--- src/rtl/csr_pkg.sv ---
package csr_pkg;
  localparam int DATA_W = 32;
  localparam int ADDR_W = 16;
  localparam int WA_W   = ADDR_W - 2;   // dword address width
  localparam int RAM_AW = 11;           // 8 KB window in dwords

  typedef enum logic [2:0] {
    AR_NONE, AR_CTRL, AR_STAT, AR_SQ, AR_CQ, AR_IDEN, AR_CTM
  } area_e;

  // dword offsets inside control area
  localparam logic [5:0] W_ADDR_LO = 6'h00;
  localparam logic [5:0] W_ADDR_HI = 6'h01;
  localparam logic [5:0] W_LEN_LO  = 6'h02;
  localparam logic [5:0] W_LEN_HI  = 6'h03;
  localparam logic [5:0] W_CMD     = 6'h04;
  localparam logic [5:0] W_PATT    = 6'h05;
  localparam logic [5:0] W_TMO     = 6'h08;
  // dword offsets inside status area
  localparam logic [5:0] W_STATUS  = 6'h00;
  localparam logic [5:0] W_ERRTYPE = 6'h01;
endpackage

--- src/rtl/csr_decode.sv ---
module csr_decode
  import csr_pkg::*;
(
  input  logic [WA_W-1:0]   waddr_i,
  output area_e             area_o,
  output logic [5:0]        word_o,
  output logic [RAM_AW-1:0] ram_idx_o
);
  always_comb begin
    word_o    = waddr_i[5:0];
    ram_idx_o = waddr_i[RAM_AW-1:0];
    area_o    = AR_NONE;
    if (waddr_i[WA_W-1:8] == '0) begin
      case (waddr_i[7:6])
        2'd0:    area_o = AR_CTRL;
        2'd1:    area_o = AR_STAT;
        2'd2:    area_o = AR_SQ;
        default: area_o = AR_CQ;
      endcase
    end else if (waddr_i[WA_W-1:RAM_AW] == 3'b001) begin
      area_o = AR_IDEN;
    end else if (waddr_i[WA_W-1:RAM_AW] == 3'b010) begin
      area_o = AR_CTM;
    end
  end
endmodule

--- src/rtl/csr_ctrl_regs.sv ---
module csr_ctrl_regs
  import csr_pkg::*;
#(
  parameter int          SQ_WORDS    = 16,
  parameter logic [31:0] TIMEOUT_RST = 32'h0080_0000
) (
  input  logic                         clk_i,
  input  logic                         rst_ni,
  input  logic                         wr_ctrl_i,
  input  logic                         wr_sq_i,
  input  logic [5:0]                   word_i,
  input  logic [DATA_W-1:0]            wdata_i,
  output logic [47:0]                  start_addr_o,
  output logic [47:0]                  xfer_len_o,
  output logic [2:0]                   cmd_o,
  output logic                         cmd_req_o,
  output logic [2:0]                   patt_sel_o,
  output logic [DATA_W-1:0]            timeout_o,
  output logic [SQ_WORDS*DATA_W-1:0]   sq_dw_o
);
  logic [DATA_W-1:0] sq_q [SQ_WORDS];
  logic              code_ok;

  // 101 and 111 are reserved
  assign code_ok = !(wdata_i[2] && wdata_i[0]);

  always_ff @(posedge clk_i or negedge rst_ni) begin
    if (!rst_ni) begin
      start_addr_o <= '0;
      xfer_len_o   <= '0;
      cmd_o        <= '0;
      cmd_req_o    <= 1'b0;
      patt_sel_o   <= '0;
      timeout_o    <= TIMEOUT_RST;
    end else begin
      cmd_req_o <= 1'b0;
      if (wr_ctrl_i) begin
        case (word_i)
          W_ADDR_LO: start_addr_o[31:0]  <= wdata_i;
          W_ADDR_HI: start_addr_o[47:32] <= wdata_i[15:0];
          W_LEN_LO:  xfer_len_o[31:0]    <= wdata_i;
          W_LEN_HI:  xfer_len_o[47:32]   <= wdata_i[15:0];
          W_CMD: if (code_ok) begin
            cmd_o     <= wdata_i[2:0];
            cmd_req_o <= 1'b1;
          end
          W_PATT:    patt_sel_o <= wdata_i[2:0];
          W_TMO:     timeout_o  <= wdata_i;
          default: ;
        endcase
      end
    end
  end

  always_ff @(posedge clk_i or negedge rst_ni) begin
    if (!rst_ni) begin
      for (int i = 0; i < SQ_WORDS; i++) sq_q[i] <= '0;
    end else if (wr_sq_i) begin
      for (int i = 0; i < SQ_WORDS; i++)
        if (word_i == 6'(i)) sq_q[i] <= wdata_i;
    end
  end

  for (genvar g = 0; g < SQ_WORDS; g++) begin : g_sq_out
    assign sq_dw_o[g*DATA_W +: DATA_W] = sq_q[g];
  end
endmodule

--- src/rtl/csr_read_mux.sv ---
module csr_read_mux
  import csr_pkg::*;
#(
  parameter int CQ_WORDS = 4
) (
  input  logic                       clk_i,
  input  logic                       rst_ni,
  input  logic                       rd_req_i,
  input  area_e                      area_i,
  input  logic [5:0]                 word_i,
  input  logic                       busy_i,
  input  logic                       error_i,
  input  logic                       verify_fail_i,
  input  logic [DATA_W-1:0]          err_type_i,
  input  logic [CQ_WORDS*DATA_W-1:0] cq_dw_i,
  input  logic [DATA_W-1:0]          iden_data_i,
  input  logic [DATA_W-1:0]          ctm_data_i,
  output logic [DATA_W-1:0]          rd_data_o,
  output logic                       rd_valid_o
);
  localparam int CQ_IW = $clog2(CQ_WORDS);

  logic [DATA_W-1:0] l1_d, l1_q;
  area_e             area_q;
  logic              v1_q;

  // level 1: word inside the register areas
  always_comb begin
    l1_d = '0;
    case (area_i)
      AR_STAT: begin
        if (word_i == W_STATUS)
          l1_d = {{(DATA_W-3){1'b0}}, verify_fail_i, error_i, busy_i};
        else if (word_i == W_ERRTYPE)
          l1_d = err_type_i;
      end
      AR_CQ: begin
        if ({1'b0, word_i} < 7'(CQ_WORDS))
          l1_d = cq_dw_i[word_i[CQ_IW-1:0]*DATA_W +: DATA_W];
      end
      default: ;
    endcase
  end

  always_ff @(posedge clk_i or negedge rst_ni) begin
    if (!rst_ni) begin
      l1_q   <= '0;
      area_q <= AR_NONE;
      v1_q   <= 1'b0;
    end else begin
      v1_q <= rd_req_i;
      if (rd_req_i) begin
        l1_q   <= l1_d;
        area_q <= area_i;
      end
    end
  end

  // level 2: area select, RAM data arrives here
  always_ff @(posedge clk_i or negedge rst_ni) begin
    if (!rst_ni) begin
      rd_data_o  <= '0;
      rd_valid_o <= 1'b0;
    end else begin
      rd_valid_o <= v1_q;
      if (v1_q) begin
        case (area_q)
          AR_IDEN: rd_data_o <= iden_data_i;
          AR_CTM:  rd_data_o <= ctm_data_i;
          default: rd_data_o <= l1_q;
        endcase
      end
    end
  end
endmodule

--- src/rtl/csr_block.sv ---
module csr_block
  import csr_pkg::*;
#(
  parameter int          SQ_WORDS    = 16,
  parameter int          CQ_WORDS    = 4,
  parameter logic [31:0] TIMEOUT_RST = 32'h0080_0000
) (
  input  logic                       clk_i,
  input  logic                       rst_ni,
  input  logic [ADDR_W-1:0]          reg_addr_i,
  input  logic                       reg_wr_en_i,
  input  logic [DATA_W-1:0]          reg_wr_data_i,
  input  logic [3:0]                 reg_wr_be_i,
  input  logic                       reg_rd_req_i,
  output logic [DATA_W-1:0]          reg_rd_data_o,
  output logic                       reg_rd_valid_o,
  output logic [47:0]                start_addr_o,
  output logic [47:0]                xfer_len_o,
  output logic [2:0]                 cmd_o,
  output logic                       cmd_req_o,
  output logic [2:0]                 patt_sel_o,
  output logic [DATA_W-1:0]          timeout_o,
  output logic [SQ_WORDS*DATA_W-1:0] sq_dw_o,
  input  logic                       busy_i,
  input  logic                       error_i,
  input  logic                       verify_fail_i,
  input  logic [DATA_W-1:0]          err_type_i,
  input  logic [CQ_WORDS*DATA_W-1:0] cq_dw_i,
  output logic [RAM_AW-1:0]          iden_addr_o,
  input  logic [DATA_W-1:0]          iden_data_i,
  output logic [RAM_AW-1:0]          ctm_addr_o,
  input  logic [DATA_W-1:0]          ctm_data_i
);
  area_e             area;
  logic [5:0]        word;
  logic [RAM_AW-1:0] ram_idx;
  logic              unused_in_bits;

  // full-word writes only: byte enables and byte offset are don't-care
  assign unused_in_bits = ^{reg_addr_i[1:0], reg_wr_be_i};

  csr_decode u_dec (
    .waddr_i   (reg_addr_i[ADDR_W-1:2]),
    .area_o    (area),
    .word_o    (word),
    .ram_idx_o (ram_idx)
  );

  csr_ctrl_regs #(
    .SQ_WORDS    (SQ_WORDS),
    .TIMEOUT_RST (TIMEOUT_RST)
  ) u_regs (
    .clk_i        (clk_i),
    .rst_ni       (rst_ni),
    .wr_ctrl_i    (reg_wr_en_i && area == AR_CTRL),
    .wr_sq_i      (reg_wr_en_i && area == AR_SQ),
    .word_i       (word),
    .wdata_i      (reg_wr_data_i),
    .start_addr_o (start_addr_o),
    .xfer_len_o   (xfer_len_o),
    .cmd_o        (cmd_o),
    .cmd_req_o    (cmd_req_o),
    .patt_sel_o   (patt_sel_o),
    .timeout_o    (timeout_o),
    .sq_dw_o      (sq_dw_o)
  );

  assign iden_addr_o = ram_idx;
  assign ctm_addr_o  = ram_idx;

  csr_read_mux #(
    .CQ_WORDS (CQ_WORDS)
  ) u_rmux (
    .clk_i         (clk_i),
    .rst_ni        (rst_ni),
    .rd_req_i      (reg_rd_req_i),
    .area_i        (area),
    .word_i        (word),
    .busy_i        (busy_i),
    .error_i       (error_i),
    .verify_fail_i (verify_fail_i),
    .err_type_i    (err_type_i),
    .cq_dw_i       (cq_dw_i),
    .iden_data_i   (iden_data_i),
    .ctm_data_i    (ctm_data_i),
    .rd_data_o     (reg_rd_data_o),
    .rd_valid_o    (reg_rd_valid_o)
  );
endmodule

--- config.mk ---
export PLATFORM = sky130hd
export DESIGN_NAME = csr_block
export DESIGN_NICKNAME = d
export VERILOG_FILES = /design/src/rtl/csr_pkg.sv /design/src/rtl/csr_decode.sv /design/src/rtl/csr_ctrl_regs.sv /design/src/rtl/csr_read_mux.sv /design/src/rtl/csr_block.sv
export SDC_FILE = /design/constraint.sdc
export NUM_CORES = 1
export LEC_CHECK = 0
export ABC_AREA = 0
export BUFFER_PORTS_ARGS = -buffer_cell sky130_fd_sc_hd__buf_2
export CAP_MARGIN = 20
export CELL_PAD_IN_SITES_DETAIL_PLACEMENT = 1
export CELL_PAD_IN_SITES_GLOBAL_PLACEMENT = 1
export CORE_AREA = 2 2 382 384
export CTS_CLUSTER_SIZE = 40
export DETAILED_ROUTE_END_ITERATION = 10
export DIE_AREA = 0 0 384 386
export MAX_ROUTING_LAYER = met4
export PLACE_DENSITY = 0.46
export SYNTH_ARGS = -nofsm -noshare
export SYNTH_HDL_FRONTEND = slang
export SYNTH_SLANG_ARGS = --single-unit
--- constraint.sdc ---
create_clock -name clk_i -period 3.1 [get_ports clk_i]
set_input_delay 0.62 -clock clk_i [delete_from_list [all_inputs] [get_ports clk_i]]
set_output_delay 0.62 -clock clk_i [all_outputs]
set_load 0.03 [all_outputs]
==> results of run 1 <==
## worst min-delay path, stage by stage
cell and delay (ns):
buf_2 0.07, a41oi_1 0.08, o21ai_0 0.06
## layer usage
layer	up-vias	global-route usage [%]
met1	10900	19.0
met4	0	7.39
met3	182	5.05
li1	8819	-
met5	-	-
met2	702	29.2
## state kept, by name (all words and copies together) (netlist names), 3 cells and up
name	cells
u_regs.timeout_o	32
u_regs.patt_sel_o	3
u_regs.xfer_len_o	48
u_regs.start_addr_o	48
u_rmux.l1_q	32
u_regs.sq_dw_o	512
u_rmux.rd_data_o	32
u_rmux.area_q	3
u_regs.cmd_o	3
## what timing repair did
item                                   4_1_cts  5_1_grt
endpoints found under the hold margin       14        0
resized for setup                            0        0
hold buffers                                 1        0
## area by class of cell
type	instances	area, µm²
Antenna cell	10	25.0
Clock buffer	128	2540
Clock inverter	29	445
Fill cell	15900	105000
Inverter	37	139
Multi-Input combinational cell	992	10100
Sequential cell	716	17900
Tap cell	1917	2400
Timing Repair Buffer	1066	5960
## cell families (layout without fill, tap and decap cells)
kind of cell    count (synthesis)  in the layout  synth area share, %
flops                         716            716                 62.0
mux                           681            681                 27.8
buf+inv                       229           1260                 3.59
simple gates                  171            171                 3.15
compound gates                136            136                 3.30
fa+ha+maj                       3              3                0.130
xor+xnor                        1              1               0.0303
other cells                     0             10                    0
## cells in the final DEF (no fill, tap or decap), types with 7 or more instances in the layout
cell type / instances
a22oi_1: 32
a31oi_1: 33
a41oi_1: 29
buf_12: 31
buf_2: 976
buf_4: 57
bufinv_16: 7
clkbuf_1: 23
clkbuf_16: 90
clkbuf_8: 15
clkinv_2: 12
dfrtp_1: 714
diode_2: 10
inv_1: 37
mux2_1: 70
mux2_2: 579
mux4_2: 32
nand2_1: 37
nand3_4: 9
nor2_1: 44
nor2b_1: 33
o21ai_0: 33
## how the worst min path moves through the flow
stage	to	slack (ns)
after floorplan	u_regs.cmd_o[0]	0.32
after global placement	u_regs.sq_dw_o[43]	0.46
after detailed placement	u_regs.sq_dw_o[62]	0.47
after CTS	u_rmux.l1_q[5]	0.09
after global routing	u_rmux.l1_q[20]	0.16
final	u_rmux.l1_q[8]	0.18
## power breakdown
group          switching (mW)  internal [mW]  total (mW)
sequential             0.0484           9.40        9.45
combinational           0.897          0.365        1.26
clock                    4.35           6.31        10.7
total                    5.29           16.1        21.4
## metrics by stage
| stage | util, % | area, µm² | hold WS, ns | instances | power, mW |
|---|---|---|---|---|---|
| 4_1_cts | 27.3 | 39500 | 0.0917 | 4884 | 21.8 |
| 3_3_place_gp | 25.3 | 36500 | 0.463 | 4726 | 10.9 |
| 6_report | 27.4 | 39500 | 0.178 | 4895 | 21.4 |
| 2_1_floorplan | - | 28900 | 0.324 | 1937 | 10.1 |
| 5_1_grt | 27.4 | 39500 | 0.158 | 4888 | 22.2 |
| 3_5_place_dp | 25.3 | 36500 | 0.471 | 4726 | 10.9 |
==> flow_summary.yaml, run 1 <==
worst_setup_path:
  r2r_cells: 6
  regToRegSetupSlack_ns: 1.14
  critical-path-top-delay-family: "buffers and inverters"
  critical_path_depth: 4
  cp-endpoint: "iden_addr_o[1]"
  slowest_stage: "buf_4"
  endpoint_kind: "output port"
  r2r-end: "u_rmux.rd_data_o[31]"
  crit_arrival_ns: 1.73
  cp_num_buf_inv: 4
  crit_type: "in -> out"
  path_max_fanout: 29
  r2r-start: "u_rmux.area_q[2]"
  cp_slowest_stage_delay_ns: 0.45
  crit_chain: "buf_2, buf_4, buf_4, buf_2"
  start_kind: "primary input"
  crit_required_ns: 2.48
  crit_start: "reg_addr_i[3]"
clocking:
  cts_buffers: 88
  clkSinkCount: 716
  cts.clk_slew.worst_paths_ns: 0.06
  htree_levels: 3
  clk_latency_ns: 0.70
  cts_tree: "done"
  cts.root.buffer_cell: "clkbuf_16"
  cts_setup_buffers: 0
  cts_max_path_buffers: 3
synthesis:
  ys_types: 47
  yosys_warnings: 0
  yosys.area.top_type: "dfrtp_1"
  syn_nets: 2223
  ys_ff_latch: 716
  synthCells: 1937
  yosys.area.top_type_share_pct: 61.9
  synth.avg_cell_area_um2: 14.9
  synth_top_cells_by_count: "715 x dfrtp_1, 579 x mux2_2, 89 x clkbuf_1, 70 x mux2_1, 52 x buf_2"
  synth_area_um2: 28900
  yosysMostFrequentCell: "dfrtp_1"
  synth_edf_count: 0
  seq_area_frac_synth_pct: 62.0
  synthTopCellsByArea: "dfrtp_1 62%, mux2_2 23%, mux2_1 2.7%, mux4_2 2.5%, clkbuf_1 1.2%"
  ys_async_sr_fraction_pct: 100
  synthFlopType: "dfrtp_1"
floorplanning:
  io_pins: 985
  std_cell_rows: 140
  fp.coreArea_um2: 145000
  chipHeight_um: 386
  die-area_um2: 148000
  initial_core_util_pct: 20.0
  die_w_um: 384
timing:
  worst_pin_slew_ns: 0.789
  max_freq_mhz: 426
  finalSetupViolCount: 0
  fin_skew_ns: 0.0198
  fin_ws_ns: 0.754
  slew_headroom_pct: 47.4
  finalHoldViolCount: 0
  fin_crit_ns: 2.35
  fin_crit_sh_pct: 75.7
  fin_tns_setup_ns: 0
  rsz0062_at_grt: "false"
  maxSlewViolCount: 0
detailed_routing:
  route.met3.wl_mm: 9.23
  ant_nets: 0
  wl_mm: 128
  detailroute.via_count: 20600
  vias_per_cell: 4.20
  highest_layer: "met4"
  post_drt_wl_per_cell_um: 26.2
  wl_met2_mm: 64.8
  drt_pass1_iterations: 5
  met1_length_mm: 49.1
  dr.first_iter.drc_count: 717
  drcViolationCount: 0
grt:
  grt_first_pass_wirelength_mm: 175
  grt_pass1_vias: 21700
  grt_max_degree: 72
  grt_overflow_total: 0
  antenna_found_initial: 13
  grt_usage_pct: 17.3
status:
  status: "finished, final reports clean"
min_path:
  min_path_type: "in -> reg"
  min_path_cells: 3
  hp-start: "err_type_i[8]"
placement:
  gp_congestion: 0.779
  dp_slack_ns: 0.0719
  io_buffers: 978
  hpwlAfterDp_mm: 93.2
power:
  ir_drop_uv: 375
  p_per_area_nw_per_um2: 540
  leakagePower_nw: 21.8
flow_run:
  cap_violations: 0
layout:
  drive_gt1_share_pct: 62.0
  syn2layout_area_growth_pct: 36.9
  nNetsFinal: 3187
No activity file was read; power rests on OpenSTA's default activity.
==> run 2: changes to the inputs <==
--- a/config.mk
+++ b/config.mk
@@ -5,17 +5,17 @@
 export SDC_FILE = /design/constraint.sdc
 export NUM_CORES = 1
 export LEC_CHECK = 0
-export ABC_AREA = 0
+export ABC_AREA = 1
 export BUFFER_PORTS_ARGS = -buffer_cell sky130_fd_sc_hd__buf_2
 export CAP_MARGIN = 20
 export CELL_PAD_IN_SITES_DETAIL_PLACEMENT = 1
 export CELL_PAD_IN_SITES_GLOBAL_PLACEMENT = 1
-export CORE_AREA = 2 2 382 384
+export CORE_AREA = 2 2 385 387
 export CTS_CLUSTER_SIZE = 40
 export DETAILED_ROUTE_END_ITERATION = 10
-export DIE_AREA = 0 0 384 386
+export DIE_AREA = 0 0 387 389
 export MAX_ROUTING_LAYER = met4
-export PLACE_DENSITY = 0.46
+export PLACE_DENSITY = 0.54
 export SYNTH_ARGS = -nofsm -noshare
 export SYNTH_HDL_FRONTEND = slang
 export SYNTH_SLANG_ARGS = --single-unit
==> constraint.sdc (replaced) <==
create_clock -name clk_i -period 2.05 [get_ports clk_i]
set_input_delay 0.41 -clock clk_i [delete_from_list [all_inputs] [get_ports clk_i]]
set_output_delay 0.41 -clock clk_i [all_outputs]
set_load 0.03 [all_outputs]
==> run 2 against run 1 <==
Die area up 1.6%. Synthesized cell count rose by 100%. Critical endpoint is now u_rmux.rd_data_o[26]. Cell count rose by 41%.
==> flow_summary.yaml, run 2 <==
status:
  status: "finished, final reports clean"
timing:
  holdWs_ns: 0.0607
  maxSlewViolCount: 0
  worst_pin_slew_ns: 0.579
  max_freq_mhz: 528
  fin_skew_ns: 0.0129
  slew_headroom_pct: 61.4
  fin_crit_ns: 1.89
  rsz0062_at_grt: "false"
  finalHoldViolCount: 0
  finalSetupViolCount: 0
  fin_tns_setup_ns: 0
  fin_crit_sh_pct: 92.4
  fin_ws_ns: 0.156
detailed_routing:
  drt_pass1_iterations: 5
  vias_per_cell: 4.88
  dr.first_iter.drc_count: 2336
  post_drt_wl_per_cell_um: 26.5
  ant_nets: 0
  drcViolationCount: 0
  wl_mm: 182
  detailroute.via_count: 33600
layout:
  fin_cells: 6884
  nNetsFinal: 5165
  final_cell_mix: "1567 x nand2_1, 977 x buf_2, 748 x nand4_1"
  largest_reg_flops: 512
  syn2layout_area_growth_pct: 39.3
  drive_gt1_share_pct: 30.0
  final_common_cell: "nand2_1"
  final_cell_area_um2: 45600
  fillers: 17300
  final_util_pct: 31.1
clocking:
  cts_max_path_buffers: 3
  cts.root.buffer_cell: "clkbuf_16"
  cts_buffers: 89
  clk_latency_ns: 0.69
  cts.clk_slew.worst_paths_ns: 0.06
  cts_tree: "done"
  clkSinkCount: 716
  htree_levels: 3
power:
  p_per_area_nw_per_um2: 746
  p_clk_share_pct: 47.2
  power_mw: 34.0
  ir_drop_uv: 547
  power.share.switching_pct: 27.2
  seqPwrFrac_pct: 42.3
  power_frac_comb_pct: 10.4
  leakagePower_nw: 25.8
  power.net_switching_mw: 9.26
  intPower_mw: 24.8
worst_setup_path:
  crit_type: "reg -> reg"
  endpoint_kind: "flop"
  cp_num_buf_inv: 3
  slowest_stage: "dlygate4sd3_1"
  crit_arrival_ns: 2.51
  start_kind: "flop"
  crit_chain: "inv_1, buf_4, nand4_1, a41oi_1, dlygate4sd3_1"
  crit_required_ns: 2.67
  path_max_fanout: 32
  cp_slowest_stage_delay_ns: 0.58
  critical-path-top-delay-family: "buffers and inverters"
floorplanning:
  die-area_um2: 151000
  fp.coreArea_um2: 147000
  die_w_um: 387
  std_cell_rows: 141
  io_pins: 985
  chipHeight_um: 389
  initial_core_util_pct: 22.3
min_path:
  min_path_type: "in -> reg"
synthesis:
  synth_top_cells_by_count: "1569 x nand2_1, 748 x nand4_1, 715 x dfrtp_1, 177 x clkbuf_1, 154 x nand3_1"
  syn_nets: 4160
  yosysMostFrequentCell: "nand2_1"
  yosys.area.top_type: "dfrtp_1"
  yosys_warnings: 0
  ys_async_sr_fraction_pct: 100
  synth_area_um2: 32800
  ys_types: 24
  seq_area_frac_synth_pct: 54.7
  synthFlopType: "dfrtp_1"
  ys_ff_latch: 716
  synth_edf_count: 0
  synthTopCellsByArea: "dfrtp_1 55%, nand2_1 18%, nand4_1 14%, nand3_1 2.4%, buf_2 2.3%"
  yosys.area.top_type_share_pct: 54.6
  synthCells: 3874
  synth.avg_cell_area_um2: 8.46
placement:
  dpl_cell_area_um2: 42200
  dp_slack_ns: -0.225
  dp.cells: 6670
  io_buffers: 978
  gp_congestion: 0.845
  hpwlAfterDp_mm: 130
grt:
  grt_pass1_vias: 34600
  grt_overflow_total: 0
  antenna_found_initial: 5
  grt_first_pass_wirelength_mm: 259
  grt_max_degree: 93
  grt_usage_pct: 24.2
flow_run:
  cap_violations: 0
-- run 2: kinds of logic after synthesis --
| kind of cell | count (synthesis) | synth area share, % |
|---|---|---|
| DFF | 716 | 54.7 |
| and+or+nand+nor | 2631 | 36.7 |
| AOI/OAI and AO/OA | 36 | 0.924 |
| buffers and inverters | 488 | 7.54 |
| adders and majority gates | 3 | 0.115 |
-- run 2: final cells by class --
| class | count | area [µm²] | area share [%] |
|---|---|---|---|
| clock buffer | 128 | 2540 | 5.56 |
| tap | 1930 | 2410 | 5.29 |
| clock inverter | 32 | 368 | 0.806 |
| antenna | 6 | 15.0 | 0.0329 |
| inverter | 47 | 176 | 0.387 |
| timing repair buffer | 1355 | 9690 | 21.2 |
| sequential | 716 | 17900 | 39.3 |
| multi-input combinational | 2670 | 12500 | 27.4 |
-- run 2: worst paths after layout --
path / startpoint / slack (ns) / end / depth (start not counted)
max in group asynchronous: rst_ni / 0.85 / u_regs.start_addr_o[33] / 4
max reg2reg: u_rmux.area_q[0] / 0.16 / u_rmux.rd_data_o[26] / 5
min in group asynchronous: rst_ni / 0.25 / u_regs.sq_dw_o[246] / 2
min: ctm_data_i[8] / 0.06 / u_rmux.rd_data_o[8] / 3
max: u_rmux.area_q[0] / 0.16 / u_rmux.rd_data_o[26] / 5
min reg2reg: u_regs.sq_dw_o[370] / 0.46 / u_regs.sq_dw_o[370] / 2
-- run 2: worst min-delay path: cells and delay by family --
kind / cells / cell delay [ns]
and+or+nand+nor: 1 / 0.08
AOI/OAI and AO/OA: 1 / 0.11
buffers and inverters: 1 / 0.10
-- run 2: layer usage --
| layer | part of all wire (%) | GRT usage, % | vias to the layer above |
|---|---|---|---|
| met5 | 0 | - | - |
| met3 | 5.0 | 4.49 | 330 |
| met4 | 5.4 | 11.7 | 0 |
| met2 | 50 | 41.3 | 1026 |
| met1 | 39 | 27.1 | 17200 |
| li1 | - | - | 15100 |
-- run 2: what timing repair did --
action	CTS	global route
gates resized for setup	0	3
endpoints found under the hold margin	126	0
hold buffers	48	0
setup endpoints to repair	0	7
buffers inserted	0	0
-- run 2: power groups by stage --
stage | combinational (mW) | sequential (mW) | clock [mW]
detailed placement | 3.51 | 14.7 | 0
global route | 3.78 | 14.4 | 17.0
finish | 3.55 | 14.4 | 16.1
CTS | 3.61 | 14.4 | 16.5
global placement | 3.51 | 14.7 | 0
floorplan | 1.09 | 15.0 | 0
==> run 3: changes to the inputs <==
--- a/config.mk
+++ b/config.mk
@@ -10,12 +10,13 @@
 export CAP_MARGIN = 20
 export CELL_PAD_IN_SITES_DETAIL_PLACEMENT = 1
 export CELL_PAD_IN_SITES_GLOBAL_PLACEMENT = 1
-export CORE_AREA = 2 2 385 387
+export CORE_AREA = 2 2 387 389
 export CTS_CLUSTER_SIZE = 40
 export DETAILED_ROUTE_END_ITERATION = 10
-export DIE_AREA = 0 0 387 389
+export DIE_AREA = 0 0 389 391
 export MAX_ROUTING_LAYER = met4
-export PLACE_DENSITY = 0.54
+export PLACE_DENSITY = 0.51
 export SYNTH_ARGS = -nofsm -noshare
 export SYNTH_HDL_FRONTEND = slang
+export SYNTH_HIERARCHICAL = 1
 export SYNTH_SLANG_ARGS = --single-unit
==> run 3 against run 2 <==
Clock-buffer cell count rose by 3. Register-to-register slack improved by 0.07 ns. Clock skew rose by 0.038 ns. Hold slack improved by 0.0085 ns. Design area fell by 7.5%. Non-clock buffer count fell by 133. Largest cell class unchanged. Sequential power barely moved. Largest power group unchanged. Highest routed layer unchanged. Via count fell by 14%. Die area rose by 1.0%. First-iteration DRC count fell by 27%. Sequential share of layout area rose by 3.2 points. Maximum frequency fell by 1.3%.
==> flow_summary.yaml, run 3 <==
status:
  status: "finished, final reports clean"
synthesis:
  synth_area_um2: 30300
  ys_async_sr_fraction_pct: 100
  yosys.area.top_type_share_pct: 59.1
  syn_nets: 3828
  synth_top_cells_by_count: "1425 x nand2_1, 715 x dfrtp_1, 376 x nand3_1, 227 x o21ai_0, 156 x clkbuf_1"
  synth.avg_cell_area_um2: 8.54
  yosys_warnings: 6
  synthCells: 3542
  synth_edf_count: 0
  seq_area_frac_synth_pct: 59.2
  yosysMostFrequentCell: "nand2_1"
  synthFlopType: "dfrtp_1"
  synthTopCellsByArea: "dfrtp_1 59%, nand2_1 18%, nand3_1 6.2%, o21ai_0 3.8%, nand4_1 3.2%"
  ys_types: 26
  ys_ff_latch: 716
  yosys.area.top_type: "dfrtp_1"
floorplanning:
  initial_core_util_pct: 20.4
  io_pins: 985
  die_w_um: 389
  chipHeight_um: 391
  std_cell_rows: 142
  die-area_um2: 152000
  fp.coreArea_um2: 149000
timing:
  fin_skew_ns: 0.0506
  worst_pin_slew_ns: 0.620
  slew_headroom_pct: 58.7
  fin_crit_ns: 1.92
  holdWs_ns: 0.0692
  fin_ws_ns: 0.130
  rsz0062_at_grt: "false"
  finalHoldViolCount: 0
  max_freq_mhz: 521
  fin_crit_sh_pct: 93.7
  finalSetupViolCount: 0
  maxSlewViolCount: 0
min_path:
  hp-start: "err_type_i[4]"
  min_path_type: "in -> reg"
detailed_routing:
  drt_pass1_iterations: 5
  vias_per_cell: 4.39
  wl_mm: 163
  dr.first_iter.drc_count: 1694
  post_drt_wl_per_cell_um: 24.8
  ant_nets: 0
  drcViolationCount: 0
  detailroute.via_count: 28900
grt:
  grt_usage_pct: 21.6
  grt_first_pass_wirelength_mm: 230
  grt_pass1_vias: 30400
  grt_max_degree: 69
  antenna_found_initial: 15
  grt_overflow_total: 0
worst_setup_path:
  crit_arrival_ns: 2.50
  start_kind: "primary input"
  crit_chain: "buf_2, ha_1, buf_4, nand4_1, nand2_1, inv_1, nand2_1, buf_4, nor2_4, buf_4, buf_12, nand4_1, buf_12, nand2_1, nand2_1"
  r2r-end: "u_rmux/rd_data_o[27]"
  critical-path-top-delay-family: "buffers and inverters"
  cp_slowest_stage_delay_ns: 0.21
  crit_required_ns: 2.63
  slowest_stage: "ha_1"
  cp_num_buf_inv: 7
  path_max_fanout: 32
  regToRegSetupSlack_ns: 0.23
  cp_common_cell: "nand2_1"
  cp-endpoint: "u_regs/start_addr_o[28]"
  endpoint_kind: "flop"
  r2r_cells: 8
  critical_path_depth: 15
  crit_type: "in -> reg"
  crit_start: "reg_addr_i[8]"
  r2r-start: "u_rmux/area_q[1]"
layout:
  fin_cells: 6578
  drive_gt1_share_pct: 30.3
  final_util_pct: 28.4
  fillers: 17600
  final_common_cell: "nand2_1"
  multi_input_area_um2: 10500
  syn2layout_area_growth_pct: 39.4
  final_cell_mix: "1423 x nand2_1, 977 x buf_2, 714 x dfrtp_1"
  largest_reg_flops: 512
  nNetsFinal: 4846
  final-seq-area_um2: 17900
placement:
  gp_congestion: 0.906
  io_buffers: 978
  hpwlAfterDp_mm: 122
  dp_slack_ns: -0.634
  dp.cells: 6394
clocking:
  cts_max_path_buffers: 3
  cts_buffers: 88
  cts.clk_slew.worst_paths_ns: 0.06
  htree_levels: 3
  clkSinkCount: 716
  cts_tree: "done"
  cts.root.buffer_cell: "clkbuf_16"
  clk_latency_ns: 0.70
power:
  leakagePower_nw: 24.0
  p_per_area_nw_per_um2: 799
  power_mw: 33.7
  ir_drop_uv: 567
flow_run:
  cap_violations: 0
[run 3: changes by cell type after synthesis, sizes merged, moves of 33 or more]
cell	change
o21ai	+259
inv	+106
nand4	-594
buf	-126
nor2	-48
a21oi	+33
nand2	-138
nand3	+220
[run 3: power breakdown]
group	internal [mW]	total (mW)	switching [mW]
registers	14.3	14.5	0.133
clock network	9.50	16.2	6.73
logic	0.808	3.00	2.20
[run 3: kinds of logic (layout without fill, tap and decap cells)]
| kind of cell | Yosys count | after routing | share of synthesized area (%) |
|---|---|---|---|
| and+or+nand+nor | 2080 | 2080 | 29.2 |
| buffers and inverters | 446 | 1529 | 6.54 |
| other | 0 | 9 | 0 |
| adders and majority gates | 3 | 3 | 0.124 |
| DFF | 716 | 716 | 59.2 |
| AOI/OAI and AO/OA | 297 | 297 | 4.93 |
[run 3: layout make-up]
class	count	share of cell area (%)
multi-input cells	2380	24.8
flip-flops and latches	716	42.5
clock buffers	131	6.12
well taps	1944	5.77
inverters	152	1.36
diodes	9	0.0534
repair buffers	1222	18.5
clock inverters	24	0.869
[run 3: timing repair]
action	in CTS	in global routing
hold endpoints to repair	174	0
gates resized for setup	0	2
buffers inserted	0	2
hold buffers	18	0
setup endpoints to repair	0	19
[run 3: layer usage]
metal / track usage [%] / part of all wire (%) / vias to the layer above
li1: - / - / 13400
met1: 26.9 / 43 / 14500
met2: 34.1 / 46 / 882
met3: 6.48 / 7.8 / 172
met4: 5.88 / 2.4 / 0
met5: - / 0 / -
[run 3: worst register-to-register path, cell delays in order (launching register included)]
cell and delay, ns:
dfrtp_1 0.38, inv_1 0.07, nand2_1 0.09, nor2_2 0.18, buf_6 0.33, nand2_1 0.27
nand3_1 0.16, a21oi_1 0.12, nor2_1 0.14
[run 3: metrics by stage]
step | setup TNS, ns | cell area [µm²]
2_1_floorplan | -0.966 | 30300
3_3_place_gp | -270.97 | 39000
3_5_place_dp | -293.19 | 39000
4_1_cts | 0 | 42100
5_1_grt | 0 | 42200
6_report | 0 | 42200
[run 3: worst min path at each step]
| stage | end | depth (start not counted) | slack [ns] |
|---|---|---|---|
| floorplan | u_regs/cmd_o[0] | 0 | 0.11 |
| global route | u_rmux/l1_q[6] | 5 | 0.05 |
| finish | u_rmux/l1_q[4] | 5 | 0.07 |
| CTS | u_rmux/l1_q[6] | 5 | 0.001 |
| global placement | u_regs/start_addr_o[14] | 1 | 0.35 |
| detailed placement | u_regs/start_addr_o[14] | 1 | 0.35 |
